===== config.mk =====
export PLATFORM = sky130hd
export DESIGN_NAME = pm_event_ctrl
export DESIGN_NICKNAME = d
export VERILOG_FILES = /design/src/rtl/pm_evt_pkg.sv /design/src/rtl/pm_tick_timer.sv /design/src/rtl/pm_apm_port.sv /design/src/rtl/pm_event_regs.sv /design/src/rtl/pm_event_ctrl.sv
export SDC_FILE = /design/constraint.sdc
export NUM_CORES = 1
export LEC_CHECK = 0
export BUFFER_PORTS_ARGS = -buffer_cell sky130_fd_sc_hd__buf_2
export CORE_MARGIN = 4
export CORE_UTILIZATION = 44
export CTS_CLUSTER_SIZE = 14
export DETAILED_ROUTE_END_ITERATION = 8
export PLACE_DENSITY = 0.66
export SETUP_SLACK_MARGIN = 0.4
export SYNTH_ARGS = -nofsm -noshare
export SYNTH_HDL_FRONTEND = slang
export SYNTH_SLANG_ARGS = --single-unit

===== constraint.sdc =====
create_clock -name clk -period 2.56 [get_ports clk]
set_input_delay 0.384 -clock clk [delete_from_list [all_inputs] [get_ports clk]]
set_output_delay 0.384 -clock clk [all_outputs]
set_load 0.01 [all_outputs]

===== src/rtl/pm_evt_pkg.sv =====
package pm_evt_pkg;
  localparam int REG_W = 16;

  localparam logic [5:0] OFS_STS  = 6'h00;
  localparam logic [5:0] OFS_EN   = 6'h02;
  localparam logic [5:0] OFS_CTL  = 6'h04;
  localparam logic [5:0] OFS_TMR  = 6'h08;

  localparam int B_TMR   = 0;
  localparam int B_GBL   = 5;
  localparam int B_BTN   = 8;
  localparam int B_RTC   = 10;
  localparam int B_RSM   = 15;
  localparam int B_SUSEN = 13;
  localparam int B_SCIEN = 0;

  localparam logic [REG_W-1:0] SCI_MASK =
    REG_W'((1 << B_TMR) | (1 << B_GBL) | (1 << B_BTN) | (1 << B_RTC));

  localparam logic [7:0] CMD_SCI_ON  = 8'hF1;
  localparam logic [7:0] CMD_SCI_OFF = 8'hF0;

  typedef enum logic [1:0] {
    SUS_NONE  = 2'd0,
    SUS_OFF   = 2'd1,
    SUS_RESET = 2'd2
  } sus_act_e;

  function automatic logic [REG_W-1:0] w1c_update(
    input logic [REG_W-1:0] cur,
    input logic [REG_W-1:0] clr,
    input logic [REG_W-1:0] set);
    return (cur & ~clr) | set;
  endfunction

  function automatic logic sci_level(
    input logic [REG_W-1:0] sts,
    input logic [REG_W-1:0] en);
    return |(sts & en & SCI_MASK);
  endfunction

  function automatic sus_act_e sus_decode(input logic [REG_W-1:0] wd);
    if (!wd[B_SUSEN]) return SUS_NONE;
    case (wd[12:10])
      3'd0:    return SUS_OFF;
      3'd1:    return SUS_RESET;
      default: return SUS_NONE;
    endcase
  endfunction
endpackage


===== src/rtl/pm_tick_timer.sv =====
module pm_tick_timer #(
  parameter int TMR_W = 24
) (
  input  logic             clk,
  input  logic             rst_n,
  input  logic             tick_en,
  output logic [TMR_W-1:0] count,
  output logic             ovf_evt
);
  localparam int LOW_W = TMR_W - 1;

  function automatic logic top_bit_flips(input logic [TMR_W-1:0] c);
    return &c[LOW_W-1:0];
  endfunction

  assign ovf_evt = tick_en & top_bit_flips(count);

  always_ff @(posedge clk or negedge rst_n) begin
    if (!rst_n) count <= '0;
    else if (tick_en) count <= count + 1'b1;
  end


  tmr_step_chk: assert property (@(posedge clk) disable iff (!rst_n)
    tick_en |=> count == TMR_W'($past(count) + 1'b1));


  tmr_hold_chk: assert property (@(posedge clk) disable iff (!rst_n)
    !tick_en |=> $stable(count));


  tmr_msb_chk: assert property (@(posedge clk) disable iff (!rst_n)
    ovf_evt |=> count[TMR_W-1] != $past(count[TMR_W-1]));
endmodule


===== src/rtl/pm_apm_port.sv =====
module pm_apm_port
  import pm_evt_pkg::*;
(
  input  logic       clk,
  input  logic       rst_n,
  input  logic       wr,
  input  logic       sel,
  input  logic [7:0] wdata,
  input  logic       smi_en,
  output logic [7:0] rdata,
  output logic       sci_on,
  output logic       sci_off,
  output logic       smi_pulse
);
  logic [7:0] cmd_q, stat_q;
  logic       cmd_wr;

  assign cmd_wr  = wr & ~sel;
  assign sci_on  = cmd_wr & (wdata == CMD_SCI_ON);
  assign sci_off = cmd_wr & (wdata == CMD_SCI_OFF);
  assign rdata   = sel ? stat_q : cmd_q;

  always_ff @(posedge clk or negedge rst_n) begin
    if (!rst_n) begin
      cmd_q     <= '0;
      stat_q    <= '0;
      smi_pulse <= 1'b0;
    end else begin
      if (cmd_wr) cmd_q <= wdata;
      if (wr && sel) stat_q <= wdata;
      smi_pulse <= cmd_wr & smi_en;
    end
  end


  smi_src_chk: assert property (@(posedge clk) disable iff (!rst_n)
    smi_pulse |-> $past(wr && !sel && smi_en));


  stat_keep_cmd_chk: assert property (@(posedge clk) disable iff (!rst_n)
    (wr && sel) |=> $stable(cmd_q));
endmodule


===== src/rtl/pm_event_regs.sv =====
module pm_event_regs
  import pm_evt_pkg::*;
(
  input  logic             clk,
  input  logic             rst_n,
  input  logic             wr,
  input  logic [5:0]       ofs,
  input  logic [REG_W-1:0] wdata,
  input  logic             ovf_evt,
  input  logic             pwr_btn,
  input  logic             sci_on,
  input  logic             sci_off,
  output logic [REG_W-1:0] sts,
  output logic [REG_W-1:0] en,
  output logic [REG_W-1:0] ctl,
  output logic             sci,
  output logic             shutdown_req,
  output logic             reset_req
);
  logic             wr_sts, wr_en, wr_ctl;
  sus_act_e         sus_act;
  logic [REG_W-1:0] sts_set, sts_clr, ctl_next;

  assign wr_sts  = wr && (ofs == OFS_STS);
  assign wr_en   = wr && (ofs == OFS_EN);
  assign wr_ctl  = wr && (ofs == OFS_CTL);
  assign sus_act = wr_ctl ? sus_decode(wdata) : SUS_NONE;

  always_comb begin
    sts_set = '0;
    sts_set[B_TMR] = ovf_evt;
    sts_set[B_BTN] = (pwr_btn & en[B_BTN]) | (sus_act == SUS_RESET);
    sts_set[B_RSM] = (sus_act == SUS_RESET);
    sts_clr = wr_sts ? wdata : '0;
  end

  always_comb begin
    ctl_next = ctl;
    if (wr_ctl) begin
      ctl_next = wdata;
      ctl_next[B_SUSEN] = 1'b0;
    end
    if (sci_on)  ctl_next[B_SCIEN] = 1'b1;
    if (sci_off) ctl_next[B_SCIEN] = 1'b0;
  end

  always_ff @(posedge clk or negedge rst_n) begin
    if (!rst_n) begin
      sts          <= '0;
      en           <= '0;
      ctl          <= '0;
      shutdown_req <= 1'b0;
      reset_req    <= 1'b0;
    end else begin
      sts          <= w1c_update(sts, sts_clr, sts_set);
      if (wr_en) en <= wdata;
      ctl          <= ctl_next;
      shutdown_req <= (sus_act == SUS_OFF);
      reset_req    <= (sus_act == SUS_RESET);
    end
  end

  assign sci = sci_level(sts, en);


  ctl_strobe_chk: assert property (@(posedge clk) disable iff (!rst_n)
    wr_ctl |=> !ctl[B_SUSEN]);


  off_pulse_chk: assert property (@(posedge clk) disable iff (!rst_n)
    shutdown_req |=> !shutdown_req);


  rst_sts_chk: assert property (@(posedge clk) disable iff (!rst_n)
    reset_req |-> sts[B_RSM] && sts[B_BTN]);


  ovf_rise_chk: assert property (@(posedge clk) disable iff (!rst_n)
    $rose(sts[B_TMR]) |-> $past(ovf_evt));


  set_wins_chk: assert property (@(posedge clk) disable iff (!rst_n)
    ovf_evt |=> sts[B_TMR]);


  sci_on_chk: assert property (@(posedge clk) disable iff (!rst_n)
    sci_on |=> ctl[B_SCIEN]);


  btn_gate_chk: assert property (@(posedge clk) disable iff (!rst_n)
    $rose(sts[B_BTN]) |-> $past(en[B_BTN]) || $past(wr_ctl));


  req_excl_chk: assert property (@(posedge clk) disable iff (!rst_n)
    !(shutdown_req && reset_req));
endmodule


===== src/rtl/pm_event_ctrl.sv =====
module pm_event_ctrl
  import pm_evt_pkg::*;
#(
  parameter int TMR_W  = 24,
  parameter int ADDR_W = 8
) (
  input  logic              clk,
  input  logic              rst_n,
  input  logic              tick_en,
  input  logic              pwr_btn,
  input  logic              smi_en,
  input  logic              pm_wr,
  input  logic [ADDR_W-1:0] pm_addr,
  input  logic [15:0]       pm_wdata,
  output logic [31:0]       pm_rdata,
  input  logic              apm_wr,
  input  logic              apm_sel,
  input  logic [7:0]        apm_wdata,
  output logic [7:0]        apm_rdata,
  output logic              sci,
  output logic              smi_pulse,
  output logic              shutdown_req,
  output logic              reset_req
);
  localparam int DEC_W = 6;

  logic [DEC_W-1:0] ofs;
  logic [TMR_W-1:0] tmr_count;
  logic             ovf_evt, sci_on, sci_off;
  logic [REG_W-1:0] sts, en, ctl;

  assign ofs = pm_addr[DEC_W-1:0];

  pm_tick_timer #(.TMR_W(TMR_W)) u_timer (
    .clk(clk), .rst_n(rst_n), .tick_en(tick_en),
    .count(tmr_count), .ovf_evt(ovf_evt)
  );

  pm_apm_port u_apm (
    .clk(clk), .rst_n(rst_n), .wr(apm_wr), .sel(apm_sel),
    .wdata(apm_wdata), .smi_en(smi_en), .rdata(apm_rdata),
    .sci_on(sci_on), .sci_off(sci_off), .smi_pulse(smi_pulse)
  );

  pm_event_regs u_regs (
    .clk(clk), .rst_n(rst_n), .wr(pm_wr), .ofs(ofs), .wdata(pm_wdata),
    .ovf_evt(ovf_evt), .pwr_btn(pwr_btn), .sci_on(sci_on), .sci_off(sci_off),
    .sts(sts), .en(en), .ctl(ctl), .sci(sci),
    .shutdown_req(shutdown_req), .reset_req(reset_req)
  );

  always_comb begin
    case (ofs)
      OFS_STS: pm_rdata = 32'(sts);
      OFS_EN:  pm_rdata = 32'(en);
      OFS_CTL: pm_rdata = 32'(ctl);
      OFS_TMR: pm_rdata = 32'(tmr_count);
      default: pm_rdata = '0;
    endcase
  end


  sci_btn_chk: assert property (@(posedge clk) disable iff (!rst_n)
    (sts[B_BTN] && en[B_BTN]) |-> sci);


  rd_alias_chk: assert property (@(posedge clk) disable iff (!rst_n)
    (ofs == OFS_EN) |-> pm_rdata[15:0] == en);
endmodule


==> impl_metrics.py, run 1 <==
metrics = {
    "routing": {
        "wirelength_um": 9290,
        "first_iter_violations": 113,
        "dr_total_vias": 2939,
        "drc_errors": 0,
        "via_per_inst": 5.46,
        "wl_per_cell_um": 17.3,
        "drt_first_pass_iters": 4,
        "drtAntennaViolNets": 0,
    },
    "die": {
        "start_util_pct": 44.9,
        "die-width_um": 105,
        "coreArea_um2": 9200,
        "rows": 35,
        "die_h_um": 105,
        "io_pins": 84,
        "die-area_um2": 11000,
    },
    "global_routing": {
        "grt-ovfl-total": 0,
        "grt_pass1_vias": 2949,
        "grt_use_total_pct": 17.4,
        "grt_pass1_wl_um": 15100,
        "antenna_found_initial": 0,
        "grt_max_degree": 49,
    },
    "critical_path": {
        "regToRegStartpoint": "u_timer.count[1]",
        "ff2ff_path_depth": 5,
        "end_kind": "output port",
        "rrSetupSlack_ns": 0.82,
        "cp-start-kind": "primary input",
        "cp_max_fo": 6,
        "endpoint": "pm_rdata[4]",
        "cp.required_ns": 2.18,
        "critical_path_class": "in2out",
        "worstReg2RegEnd": "u_timer.count[10]",
        "crit_arrival_ns": 1.88,
        "crit_path_start": "pm_addr[0]",
    },
    "yosys": {
        "ys_seq_area_share_pct": 54.6,
        "avgSynthCellArea_um2": 12.3,
        "netlist_area_um2": 4130,
        "ys_seq_elements": 90,
        "synth-edff-count": 0,
        "synthArstFlopShare_pct": 100,
        "syn_inst": 336,
        "synthFlopType": "dfrtp_1",
        "synth_cell_types": 38,
        "yosys_warnings": 0,
    },
    "finish": {
        "drive_gt1_share_pct": 42.9,
        "ff_latch_area_um2": 2250,
        "final_area_um2": 5070,
        "area_growth_syn_to_layout_pct": 22.8,
        "n_antenna_cell": 0,
        "utilization_pct": 55.1,
        "fillers": 784,
        "multi_input_area_um2": 1820,
        "nNetsFinal": 464,
        "stdcell_count": 538,
    },
    "sta": {
        "setup_viol": 0,
        "finalMaxSlewViolations": 0,
        "worst_pin_slew_ns": 0.581,
        "slew_headroom_pct": 61.3,
        "worst_slack_ns": 0.300,
        "rsz0062_at_grt": "yes",
        "fmax_mhz": 442,
        "tns_ns": 0,
        "hold_viol_final": 0,
        "period_minus_slack_ns": 2.26,
        "min_period_over_period_pct": 88.3,
        "fin_skew_ns": 0.00380,
    },
    "pwr": {
        "pwr-share-comb_pct": 13.3,
        "p_switching_mw": 0.782,
        "p_per_area_nw_per_um2": 602,
        "power_frac_seq_pct": 56.3,
        "clockPowerShare_pct": 30.4,
        "intPower_mw": 2.27,
        "leakagePower_nw": 2.43,
        "p_sw_share_pct": 25.6,
        "peakVddDrop_mv": 0.346,
    },
    "cts": {
        "cts_buffers": 9,
        "clkSinkCount": 90,
        "clk_pin_slew_ns": 0.08,
        "cts_tree": "yes",
        "worstSkewPairLatency_ns": 0.35,
        "clk_path_buf_depth": 2,
        "clockRootBuffer": "clkbuf_8",
        "h-tree-depth": 3,
    },
    "placed_design": {
        "placed_cells": 517,
        "io_buffers": 73,
        "dp_slack_ns": 0.175,
        "place.gp.congestion": 0.769,
        "placed_cell_area_um2": 4630,
        "place_hpwl_um": 6420,
    },
    "run_status": {
        "status": "finished, final reports clean",
    },
    "min_path": {
        "hold_class": "in2async",
    },
    "job": {
        "maxCapViolCount": 0,
    },
}
-- Yosys cell counts, types with 2 or more instances --
cell	count	area [µm²]
dfrtp_1	90	2250
mux2_2	55	619
nand2_1	33	124
a22oi_1	32	240
xnor2_1	19	166
a21boi_0	13	97.6
nand3_1	11	55.1
and2_1	9	56.3
buf_4	8	60.1
nor2_1	8	30.0
nand4_1	7	43.8
nor3_1	6	30.0
buf_2	5	25.0
and3_1	4	25.0
clkbuf_1	4	15.0
inv_1	4	15.0
xor2_1	4	35.0
buf_6	2	22.5
nor4_1	2	12.5
o21ai_0	2	10.0
-- registers in the layout, summed over array words and instances, names as in the netlist --
signal,flops
u_timer.count,24
u_apm.smi_pulse,1
u_regs.sts,16
u_apm.stat_q,8
u_apm.cmd_q,8
u_regs.reset_req,1
u_regs.en,16
u_regs.shutdown_req,1
u_regs.ctl,15
-- cell families after synthesis --
group,Yosys count,synth area share (%)
fa+ha+maj,1,0.303
simple gates,91,12.3
buf+inv,24,3.46
other cells,1,0.0909
flops,90,54.6
compound gates,51,9.31
mux,55,15.0
xor+xnor,23,4.88
-- critical path: stages --
cell and delay, ns:
buf_6 0.09, or4_4 0.57, nor3b_4 0.24, buf_6 0.15, buf_12 0.12, a22oi_1 0.08, nand2_1 0.10, buf_2 0.13
-- cell usage in the layout (no fill, tap or decap), types with 3 or more instances in the layout --
master    count
clkbuf_8     10
a21boi_0     13
a22oi_2       9
inv_1         4
buf_6        15
nand3_1      11
buf_2        61
xor2_1        4
dfrtp_1      90
nor2_1        8
buf_4         8
xnor2_1      19
nand4_1       7
nand2_1      33
mux2_2       55
and3_1        3
conb_1        8
nor3_1        6
a22oi_1      23
and2_4        8
-- power by group through the flow --
stage	sequential (mW)	clock (mW)	combinational, mW
floorplan	1.70	0	0.266
global placement	1.73	0	0.386
detailed placement	1.74	0	0.404
CTS	1.71	0.947	0.407
global route	1.74	1.01	0.455
finish	1.72	0.927	0.406
-- how the worst min path moves through the flow --
stage	endpoint	cells past startpoint	startpoint
after CTS	u_regs.en[7]	1	rst_n
after detailed placement	u_regs.en[7]	1	rst_n
final	u_regs.en[7]	1	rst_n
after floorplan	u_apm.cmd_q[0]	0	rst_n
after global routing	u_regs.sts[7]	1	rst_n
after global placement	u_regs.sts[7]	1	rst_n
-- stage by stage --
stage / total power, mW / hold WS, ns
after global placement: 2.12 / 0.419
after CTS: 3.06 / 0.0386
after detailed placement: 2.14 / 0.418
after floorplan: 1.97 / 0.0884
after global routing: 3.21 / 0.0528
final: 3.05 / 0.0278
-- metal layers --
| metal | vias up | global-route usage [%] | share of wire (%) | routed length, µm |
|---|---|---|---|---|
| met4 | 0 | 6.75 | 1.8 | 165 |
| met3 | 13 | 3.15 | 3.9 | 362 |
| met5 | - | 0 | 0 | 0 |
| met1 | 1496 | 24.9 | 46 | 4280 |
| li1 | 1365 | - | - | - |
| met2 | 65 | 26.4 | 48 | 4480 |
-- final cells by class --
class	count	area share (%)
clock buffers	12	2.86
clock inverters	3	0.790
inverters	4	0.296
multi-input cells	229	36.0
flip-flops and latches	90	44.5
well taps	111	2.74
repair buffers	89	12.9
-- what timing repair did --
item / in CTS / in global routing
cloned: 1 / 2
setup endpoints to repair: 24 / 24
setup buffers: 3 / 0
pin swaps: 0 / 14
gates resized for setup: 3 / 31
hold buffers: 0 / 0
(Power assumes the default switching activity.)
==> run 2: changes to the inputs <==
--- a/config.mk
+++ b/config.mk
@@ -6,11 +6,14 @@
 export NUM_CORES = 1
 export LEC_CHECK = 0
 export BUFFER_PORTS_ARGS = -buffer_cell sky130_fd_sc_hd__buf_2
+export CAP_MARGIN = 20
+export CELL_PAD_IN_SITES_DETAIL_PLACEMENT = 0
+export CELL_PAD_IN_SITES_GLOBAL_PLACEMENT = 1
 export CORE_MARGIN = 4
-export CORE_UTILIZATION = 44
+export CORE_UTILIZATION = 43
 export CTS_CLUSTER_SIZE = 14
 export DETAILED_ROUTE_END_ITERATION = 8
-export PLACE_DENSITY = 0.66
+export PLACE_DENSITY_LB_ADDON = 0.1
 export SETUP_SLACK_MARGIN = 0.4
 export SYNTH_ARGS = -nofsm -noshare
 export SYNTH_HDL_FRONTEND = slang
==> run 2 against run 1 <==
Net effect: global-route usage is 0.54 points higher; register-to-register slack better by 0.06 ns; clock skew increased by 0.0076 ns; cell area up 0.62%; sequential share of layout area fell by 0.27 points; wire length grew 2.8%; clock power decreased by 2%; die area grew 2.1%; worst hold slack improved by 0.0012 ns; final cell count is 3.3% higher; setup slack worse by 0.010 ns; sequential power about the same; critical path type unchanged; largest cell class unchanged.
==> impl_metrics.py, run 2 (synthesized netlist as in run 1, its figures left out) <==
metrics = {
    "run_status": {
        "status": "finished, final reports clean",
    },
    "global_routing": {
        "grt_max_degree": 45,
        "grt_use_total_pct": 18.0,
        "grt_pass1_vias": 3044,
        "antenna_found_initial": 0,
        "grt-ovfl-total": 0,
        "grt_pass1_wl_um": 15800,
    },
    "cts": {
        "clk_pin_slew_ns": 0.09,
        "worstSkewPairLatency_ns": 0.35,
        "ctsHoldBuffers": 0,
        "cts_tree": "yes",
        "clockRootBuffer": "clkbuf_8",
        "clk_path_buf_depth": 2,
        "cts_buffers": 9,
        "clkSinkCount": 90,
        "h-tree-depth": 3,
    },
    "sta": {
        "finalMaxSlewViolations": 0,
        "worst_pin_slew_ns": 0.588,
        "period_minus_slack_ns": 2.27,
        "rsz0062_at_grt": "yes",
        "fin_skew_ns": 0.0114,
        "holdWs_ns": 0.0290,
        "min_period_over_period_pct": 88.7,
        "tns_ns": 0,
        "hold_viol_final": 0,
        "fmax_mhz": 440,
        "setup_viol": 0,
        "slew_headroom_pct": 60.8,
    },
    "routing": {
        "wirelength_um": 9550,
        "wl_met1_um": 4520,
        "drc_errors": 0,
        "routed.top_layer": "met4",
        "drtAntennaViolNets": 0,
        "wl_met2_um": 4610,
        "wl_per_cell_um": 17.2,
        "met3RoutedLength_um": 355,
        "drt_first_pass_iters": 5,
        "dr_total_vias": 2874,
        "via_per_inst": 5.17,
        "first_iter_violations": 89,
    },
    "critical_path": {
        "worstReg2RegEnd": "u_timer.count[10]",
        "cp.required_ns": 2.18,
        "rrSetupSlack_ns": 0.88,
        "crit_arrival_ns": 1.89,
        "cp_max_fo": 5,
        "ff2ff_path_depth": 5,
        "max_stage_delay_ns": 0.58,
        "cp-start-kind": "primary input",
        "end_kind": "output port",
        "crit_path_cell_trace": "buf_6, or4_4, nor3b_4, buf_6, buf_8, a22oi_2, nand2_1, buf_2",
        "crit_path_frequent_cell": "buf_6",
        "crit_path_top_delay_cell": "or4_4",
        "critical_path_class": "in2out",
        "regToRegStartpoint": "u_timer.count[1]",
        "cp_top_family": "simple AND/OR/NAND/NOR gates",
        "cp.buffers_inverters": 4,
    },
    "finish": {
        "drive_gt1_share_pct": 44.3,
        "final_common_cell": "dfrtp_1",
        "stdcell_count": 556,
        "area_growth_syn_to_layout_pct": 23.6,
        "fillers": 842,
        "top_register": "u_timer.count",
        "n_antenna_cell": 0,
        "nNetsFinal": 465,
        "largest_register_ffs": 24,
        "utilization_pct": 54.9,
        "final_cell_mix": "dfrtp_1 (90), buf_2 (61), mux2_2 (55), nand2_1 (33), xnor2_1 (19)",
        "reg_top3": "u_timer.count x24, u_regs.en x16, u_regs.sts x16",
    },
    "placed_design": {
        "place_hpwl_um": 6670,
        "place.gp.congestion": 0.752,
        "io_buffers": 73,
        "placed_cells": 537,
    },
    "die": {
        "io_pins": 84,
        "rows": 35,
        "die-area_um2": 11200,
        "die-width_um": 106,
        "start_util_pct": 44.4,
        "die_h_um": 106,
        "coreArea_um2": 9280,
    },
    "pwr": {
        "leakagePower_nw": 2.43,
        "p_per_area_nw_per_um2": 597,
        "peakVddDrop_mv": 0.286,
    },
    "min_path": {
        "hold_class": "in2async",
    },
    "job": {
        "maxCapViolCount": 0,
    },
}
-- run 2: cell count changes in the layout (fill, tap and decap cells not counted), moves of 2 or more --
cell,delta
a22oi_1,-5
buf_4,+2
a22oi_2,+5
buf_8,+2
buf_6,-2
-- run 2: final cells by class --
| class | count | area (µm²) | area share, % |
|---|---|---|---|
| flip-flops and latches | 90 | 2250 | 44.2 |
| multi-input cells | 229 | 1850 | 36.4 |
| repair buffers | 90 | 642 | 12.6 |
| well taps | 129 | 161 | 3.17 |
| clock buffers | 10 | 128 | 2.50 |
| clock inverters | 4 | 45.0 | 0.884 |
| inverters | 4 | 15.0 | 0.295 |
-- run 2: worst max-delay path by stage --
| stage | from | end | slack (ns) | cells after the start |
|---|---|---|---|---|
| after floorplan | pm_addr[0] | pm_rdata[0] | 0.40 | 6 |
| after global placement | pm_addr[3] | u_regs.en[14] | 0.16 | 5 |
| after detailed placement | pm_addr[0] | u_regs.en[12] | 0.13 | 5 |
| after CTS | pm_addr[4] | pm_rdata[3] | 0.28 | 8 |
| after global routing | pm_addr[1] | pm_rdata[13] | 0.24 | 8 |
| final | pm_addr[0] | pm_rdata[3] | 0.29 | 8 |
-- run 2: report_power, final --
part,switching (mW),internal [mW]
sequential,0.146,1.58
clock,0.476,0.437
combinational,0.189,0.215
total,0.811,2.23
-- run 2: metrics by stage --
step | area, µm² | total power, mW | worst slack, ns
4_1_cts | 4940 | 3.07 | 0.281
3_5_place_dp | 4680 | 2.15 | 0.125
5_1_grt | 5100 | 3.22 | 0.243
6_report | 5100 | 3.04 | 0.290
3_3_place_gp | 4680 | 2.13 | 0.159
2_1_floorplan | 4150 | 1.97 | 0.402
-- run 2: per-layer routing --
layer  global-route usage (%)  up-vias
met5                        0        -
met4                     5.00        0
met3                     3.46        6
met2                     28.2       57
met1                     25.6     1449
li1                         -     1362
-- run 2: worst register-to-register path: stages (launching register included) --
cell     delay, ns
dfrtp_1       0.44
ha_1          0.21
nand3_1       0.19
nor3_1        0.44
nand3_1       0.15
xnor2_1       0.14
-- run 2: repair_timing --
item | CTS | global route
pin swaps | 10 | 17
buffers inserted | 2 | 1
cloned | 1 | 1
resized for setup | 15 | 28
endpoints found under the setup margin | 24 | 24
==> run 3: changes to the inputs <==
--- a/config.mk
+++ b/config.mk
@@ -13,8 +13,10 @@
 export CORE_UTILIZATION = 43
 export CTS_CLUSTER_SIZE = 14
 export DETAILED_ROUTE_END_ITERATION = 8
+export MAX_ROUTING_LAYER = met4
 export PLACE_DENSITY_LB_ADDON = 0.1
 export SETUP_SLACK_MARGIN = 0.4
+export SKIP_LAST_GASP = 1
 export SYNTH_ARGS = -nofsm -noshare
 export SYNTH_HDL_FRONTEND = slang
 export SYNTH_SLANG_ARGS = --single-unit
==> run 3 against run 2 <==
Net effect: global-route usage up 0.55 points; wire length is 0.16% higher; combinational power is essentially flat; final cell count did not move; critical path depth stayed put; worst hold slack worse by 0.0056 ns; clock power is 0.5% higher; non-clock buffer count stayed put; first-iteration DRC count grew 30%; critical path type unchanged.
==> impl_metrics.py, run 3 (synthesized netlist as in run 1, its figures left out) <==
metrics = {
    "finish": {
        "area_growth_syn_to_layout_pct": 23.6,
        "n_antenna_cell": 0,
        "final_cell_mix": "dfrtp_1 (90), buf_2 (61), mux2_2 (55), nand2_1 (33), xnor2_1 (19)",
        "stdcell_count": 556,
        "utilization_pct": 54.9,
        "drive_gt1_share_pct": 44.3,
        "top_register": "u_timer.count",
        "fillers": 842,
        "largest_register_ffs": 24,
        "reg_top3": "u_timer.count x24, u_regs.en x16, u_regs.sts x16",
        "nNetsFinal": 465,
        "final_common_cell": "dfrtp_1",
    },
    "cts": {
        "worstSkewPairLatency_ns": 0.36,
        "clk_pin_slew_ns": 0.09,
        "cts_buffers": 9,
        "clkSinkCount": 90,
        "h-tree-depth": 3,
        "cts_tree": "yes",
        "clk_path_buf_depth": 2,
        "clockRootBuffer": "clkbuf_8",
    },
    "sta": {
        "tns_ns": 0,
        "min_period_over_period_pct": 88.7,
        "period_minus_slack_ns": 2.27,
        "worst_slack_ns": 0.290,
        "setup_viol": 0,
        "fmax_mhz": 441,
        "worst_pin_slew_ns": 0.587,
        "hold_viol_final": 0,
        "finalMaxSlewViolations": 0,
        "fin_skew_ns": 0.0105,
        "rsz0062_at_grt": "yes",
        "slew_headroom_pct": 60.9,
    },
    "global_routing": {
        "grt_pass1_vias": 3047,
        "grt-ovfl-total": 0,
        "antenna_found_initial": 0,
        "grt_pass1_wl_um": 15800,
        "grt_use_total_pct": 18.5,
        "grt_max_degree": 45,
    },
    "placed_design": {
        "io_buffers": 73,
        "dp_slack_ns": 0.125,
        "place.gp.congestion": 0.761,
        "placed_cells": 537,
        "place_hpwl_um": 6670,
    },
    "critical_path": {
        "crit_path_cell_trace": "buf_6, or4_4, nor3b_4, buf_6, buf_8, a22oi_2, nand2_1, buf_2",
        "crit_path_top_delay_cell": "or4_4",
        "cp_max_fo": 5,
        "crit_arrival_ns": 1.89,
        "crit_path_frequent_cell": "buf_6",
        "cp.required_ns": 2.18,
        "end_kind": "output port",
        "max_stage_delay_ns": 0.58,
        "critical_path_class": "in2out",
        "cp-start-kind": "primary input",
    },
    "routing": {
        "first_iter_violations": 116,
        "drt_first_pass_iters": 4,
        "wirelength_um": 9560,
        "drc_errors": 0,
        "via_per_inst": 5.24,
        "dr_total_vias": 2911,
        "wl_per_cell_um": 17.2,
        "drtAntennaViolNets": 0,
    },
    "die": {
        "io_pins": 84,
        "die-area_um2": 11200,
        "coreArea_um2": 9280,
        "die_h_um": 106,
        "start_util_pct": 44.4,
        "rows": 35,
        "die-width_um": 106,
    },
    "job": {
        "maxCapViolCount": 0,
    },
    "run_status": {
        "status": "finished, final reports clean",
    },
    "pwr": {
        "fin_total_pwr_mw": 3.05,
        "peakVddDrop_mv": 0.287,
        "p_per_area_nw_per_um2": 598,
        "leakagePower_nw": 2.43,
    },
    "min_path": {
        "hold_class": "in2async",
    },
}
-- run 3: layout make-up --
cell class                 instances  area [µm²]  share of cell area (%)
sequential                        90        2250                    44.2
multi-input combinational        229        1850                    36.4
timing repair buffer              90         642                    12.6
tap                              129         161                    3.17
clock buffer                      10         128                    2.50
clock inverter                     4        45.0                   0.884
inverter                           4        15.0                   0.295
-- run 3: layer usage --
metal,track usage [%],up-vias,wire length [µm]
met2,28.2,63,4580
met1,25.7,1476,4520
met3,3.40,9,366
li1,-,1363,-
met5,-,-,0
met4,5.00,0,95
-- run 3: where the power goes --
group	leakage, nW	total [mW]	internal [mW]	switching (mW)
registers	1.18	1.73	1.58	0.146
clock network	0.0918	0.918	0.437	0.481
logic	1.16	0.404	0.215	0.189
-- run 3: worst max-delay path, delay by kind of cell --
family / cells / cell delay [ns]
AND/OR/NAND/NOR: 3 / 0.89
AO/OA/AOI/OAI: 1 / 0.07
buffers and inverters: 4 / 0.53
-- run 3: worst paths after layout --
| check | start | endpoint | slack [ns] | depth (start not counted) |
|---|---|---|---|---|
| max reg2reg | u_timer.count[1] | u_timer.count[10] | 0.88 | 5 |
| min in group clk | pm_wdata[14] | u_regs.sts[14] | 0.22 | 2 |
| max in group asynchronous | rst_n | u_timer.count[0] | 1.90 | 2 |
| max | pm_addr[0] | pm_rdata[3] | 0.29 | 8 |
| min reg2reg | u_timer.count[23] | u_timer.count[23] | 0.48 | 1 |
| min | rst_n | u_regs.ctl[14] | 0.02 | 1 |
-- run 3: what timing repair did --
item	CTS	global route
gates resized for setup	15	28
pin swaps	10	17
setup endpoints to repair	24	24
buffers inserted	2	1
cloned	1	1
hold buffers	0	0
-- run 3: stage by stage --
| step | cell area, µm² | hold slack (ns) |
|---|---|---|
| after floorplan | 4150 | 0.0884 |
| after global placement | 4680 | 0.434 |
| after detailed placement | 4680 | 0.437 |
| after CTS | 4940 | 0.0518 |
| after global routing | 5100 | 0.0729 |
| final | 5100 | 0.0235 |
